===== config.mk =====
export PLATFORM = sky130hd
export DESIGN_NAME = fir_csd_transposed
export DESIGN_NICKNAME = d
export VERILOG_FILES = /design/src/rtl/fir_csd_transposed.sv
export SDC_FILE = /design/constraint.sdc
export NUM_CORES = 1
export LEC_CHECK = 0
export BUFFER_PORTS_ARGS = -buffer_cell sky130_fd_sc_hd__buf_2
export CORE_MARGIN = 2
export CORE_UTILIZATION = 40
export DETAILED_ROUTE_END_ITERATION = 6
export GPL_TIMING_DRIVEN = 0
export PLACE_DENSITY_LB_ADDON = 0.25
export SLEW_MARGIN = 15
export SYNTH_ARGS = -nofsm -noshare
export SYNTH_HDL_FRONTEND = slang
export SYNTH_SLANG_ARGS = --single-unit

===== constraint.sdc =====
create_clock -name clk -period 7.35 [get_ports clk]
set_clock_uncertainty 0.05 [all_clocks]
set_input_delay 0.735 -clock clk [delete_from_list [all_inputs] [get_ports clk]]
set_output_delay 0.735 -clock clk [all_outputs]
set_load 0.01 [all_outputs]

===== src/rtl/fir_csd_transposed.sv =====
module fir_csd_transposed #(
  parameter int DW = 16,
  localparam int TAPS = 8,
  localparam int AW = DW + $clog2(116)
) (
  input  logic                 clk,
  input  logic                 rst,
  input  logic                 in_valid,
  input  logic signed [DW-1:0] in_data,
  output logic                 out_valid,
  output logic signed [AW-1:0] out_data
);

  logic signed [AW-1:0] xs, t3, t5, p12, p38;
  logic signed [AW-1:0] prod [TAPS];
  logic signed [AW-1:0] st   [TAPS];

  assign xs  = {{(AW-DW){in_data[DW-1]}}, in_data};
  assign t3  = (xs <<< 2) - xs;
  assign t5  = (xs <<< 2) + xs;
  assign p12 = t3 <<< 2;
  assign p38 = (t5 <<< 3) - (xs <<< 1);

  assign prod[0] = t3;
  assign prod[1] = -t5;
  assign prod[2] = p12;
  assign prod[3] = p38;
  assign prod[4] = p38;
  assign prod[5] = p12;
  assign prod[6] = -t5;
  assign prod[7] = t3;

  always_ff @(posedge clk) begin
    if (rst) begin
      st        <= '{default: '0};
      out_valid <= 1'b0;
    end else begin
      out_valid <= in_valid;
      if (in_valid) begin
        st[0] <= prod[0];
        for (int k = 1; k < TAPS; k++) st[k] <= st[k-1] + prod[k];
      end
    end
  end

  assign out_data = st[TAPS-1];

  localparam logic signed [AW-1:0] C3  = AW'(3);
  localparam logic signed [AW-1:0] C5  = AW'(5);
  localparam logic signed [AW-1:0] C12 = AW'(12);
  localparam logic signed [AW-1:0] C38 = AW'(38);

  AST_PROD_EXACT: assert property (@(posedge clk) disable iff (rst)
    (t3 == xs * C3) && (t5 == xs * C5) && (p12 == xs * C12) && (p38 == xs * C38));
  AST_VALID_FOLLOWS: assert property (@(posedge clk) disable iff (rst)
    in_valid |=> out_valid);
  AST_NO_SPURIOUS_VALID: assert property (@(posedge clk) disable iff (rst)
    !in_valid |=> !out_valid);
  AST_HOLD_IDLE: assert property (@(posedge clk) disable iff (rst)
    !in_valid |=> $stable(out_data));
  AST_RESET_CLEAR: assert property (@(posedge clk) disable iff (rst)
    $past(rst) |-> (!out_valid && out_data == '0));

endmodule


==> impl_results.md <==
- CP max stage delay: 0.41 ns
- Pwr Density: 358.8 nW/um^2
- Drt wl/cell: 18.27 um
- CP startpoint: in_data[0]
- CP Max Fanout: 13
- DRC: 0
- Status: complete, no violations
- First-pass GRT wire length: 71080 um
- Worst R2R End: st[45]
- Met3 Routed Length: 2170 um
- P&R area growth vs syn: 9.051%
- Fraction of registers with async set or reset after synthesis: 0
- Fill count: 3882
- Syn Area/Cell: 8.341 um^2
- Mapped Cells: 1901
- Placement Setup Slack: 0.7382 ns
- Share of layout cells above drive strength 1: 0.07244
- Post-synth EDFFs: 0
- DRT iter0 DRCs: 792
- IO buf count: 41
- Starting Density: 0.4074
- WL met2: 20640 um
- Post-layout min period: 6.232 ns
- Clk Latency, worst-skew pair: 0.45 ns
- CTS H-tree depth: 4
- Wl on met1: 22030 um
- TritonCTS buffer count: 17
- Clock-pin slew on the worst setup and hold paths: 0.06 ns
- Layout Nets: 2186
- Max-cap violations: 0
- Clock sink count: 181
- Setup bufs post-CTS: 0
- Slowest CP cell: xnor2_1
- Post-Layout Cell Count: 2492
- Netlist cell types: 93
- Hold path endpoint: st[44]
- Most common cell after layout, fill and taps aside: nor2_1
- Die W: 203.1 um
- Endpoints failing setup: 0
- CP required: 7.59 ns
- Synthesized flop and latch total: 181
- CTS tree: built
- Vias in the first global route: 13397
- WP data arrival: 6.48 ns
- Final period util: 0.8479
- Seq/Total Area, Yosys: 0.2285
- CTS root buffer: clkbuf_16
- YS warnings: 0
- Area of the mapped netlist: 15860 um^2
- Final estimated routing congestion in global placement: 0.9312
- Dpl hpwl: 36280 um
- Diode count: 0
- Final instance area: 17290 um^2
- Final ANT Viol Nets: 0
- Worst slew pin tran: 1.174 ns
- Lkg Pwr: 0.008059 uW
- Worst reg2reg path depth: 12
- CTS Hold Buffers Added: 0
- Max Root-Sink Buffers: 2
- Crit. End Element: flop
- Syn_nets: 2126
- Final Hold Viols: 0
- TritonRoute pass-1 iters: 7
- Area post-placement: 16710 um^2
- Grt total ovfl: 0
- Critical path class: input port to flop
- Max-slew violations: 0
- Die Footprint: 41250 um^2
- Setup ws final: 1.118 ns
- Slew headroom: 0.2146
- Setup TNS Final: 0 ns
- Max Fclk: 160.5 MHz
- RSZ-0062 raised after global routing: false
- Top FF cell, synth: dfxtp_1
- Vias: 13860
- Vias per cell: 5.562
- Core Region: 38920 um^2
- Worst hold path depth: 2
- Hold Crit Start: st[44]
- Maximum VDD drop: 214.4 uV
- Initial antenna violation count: 0
- Reg-to-reg slack, setup: 3.56 ns
- Final wirelength: 45520 um
- Worst r2r src: st[46]
- Die Ht: 203.1 um
- CP startpoint kind: input port
- Largest net degree at the start of global routing: 17
- Most frequent cells in the layout: 237 x nor2_1, 198 x ha_1, 181 x dfxtp_1
- Top Metal Used: met4
- # resized after CTS: 0
- Total track usage: 0.2200
- Hold crit path type: flop to flop
- Ports: 43
- Floorplan row count: 72
- Cells after DPL: 2460
## cell type report
cell class	count	area, um^2	share of cell area
inverter	77	289.0	0.01671
buffer	85	420.4	0.02431
clock inverter	15	156.4	0.009045
multi-input combinational	1558	11520	0.6664
clock buffer	17	425.4	0.02460
sequential	181	3623	0.2096
tap	518	648.1	0.03748
timing repair buffer	41	205.2	0.01187
## critical path: cells and delay by family
family | cells | cell delay [ns]
AOI/OAI and AO/OA | 12 | 2.47
adders and majority gates | 4 | 1.38
xor gates and xnor gates | 3 | 0.91
buffers and inverters | 2 | 0.31
and+or+nand+nor | 4 | 0.67
## power breakdown
part	total (uW)	switching (uW)	internal (uW)
registers	1420	166	1260
clock network	930	427	503
logic	3850	2190	1670
total	6200	2780	3430
## per-layer routing
layer,vias to the layer above,global-route usage
met5,-,0
met4,0,0.05031
met3,42,0.02520
met2,331,0.3682
met1,6533,0.3029
li1,6954,-
## through the flow
stage | util | hold WS [ns] | total power [uW]
after floorplan | - | 0.3763 | 4373
after global placement | 0.4294 | 0.3879 | 5131
after detailed placement | 0.4294 | 0.4038 | 5211
after CTS | 0.4443 | 0.4192 | 6162
after global routing | 0.4443 | 0.4453 | 6708
final | 0.4443 | 0.4112 | 6205
## how the worst max path moves through the flow
stage / endpoint / slack (ns)
after floorplan: st[90] / 1.96
after global placement: st[90] / 0.74
after detailed placement: st[90] / 0.74
after CTS: st[90] / 1.17
after global routing: out_data[22] / 0.74
final: st[90] / 1.12
## cells by family (layout without fill, tap and decap cells)
logic type	after synthesis	in the layout	share of synthesized area
AOI/OAI and AO/OA	519	519	0.2195
and+or+nand+nor	519	519	0.1530
muxes	125	125	0.07891
DFF	181	181	0.2285
buffers and inverters	162	235	0.04474
xor gates and xnor gates	189	189	0.1090
adders and majority gates	206	206	0.1663
## state kept, by name (all words and copies together) (netlist names)
| signal | cells |
|---|---|
| out_data | 23 |
| out_valid | 1 |
| st | 157 |
## synth_stat cells, types with 17 or more instances
cell        n  area share
nor2_1    237       0.056
ha_1      198        0.16
dfxtp_1   181        0.23
a21oi_1   154       0.049
xnor2_1   134       0.074
mux2i_1   125       0.079
nand2_1    96       0.023
o21ai_0    79       0.025
inv_1      75       0.018
a21o_1     65       0.031
xor2_1     48       0.027
clkbuf_1   42      0.0099
a211oi_1   37       0.018
nor3_1     35       0.011
o21bai_1   28       0.013
o21a_1     27       0.013
nand3_1    26      0.0082
nand2b_1   25      0.0099
buf_4      23       0.011
nor2b_1    21      0.0083
a31oi_1    20      0.0079
o211ai_1   19      0.0090
and3_1     17      0.0067
Power figures use the tool's default switching activity.
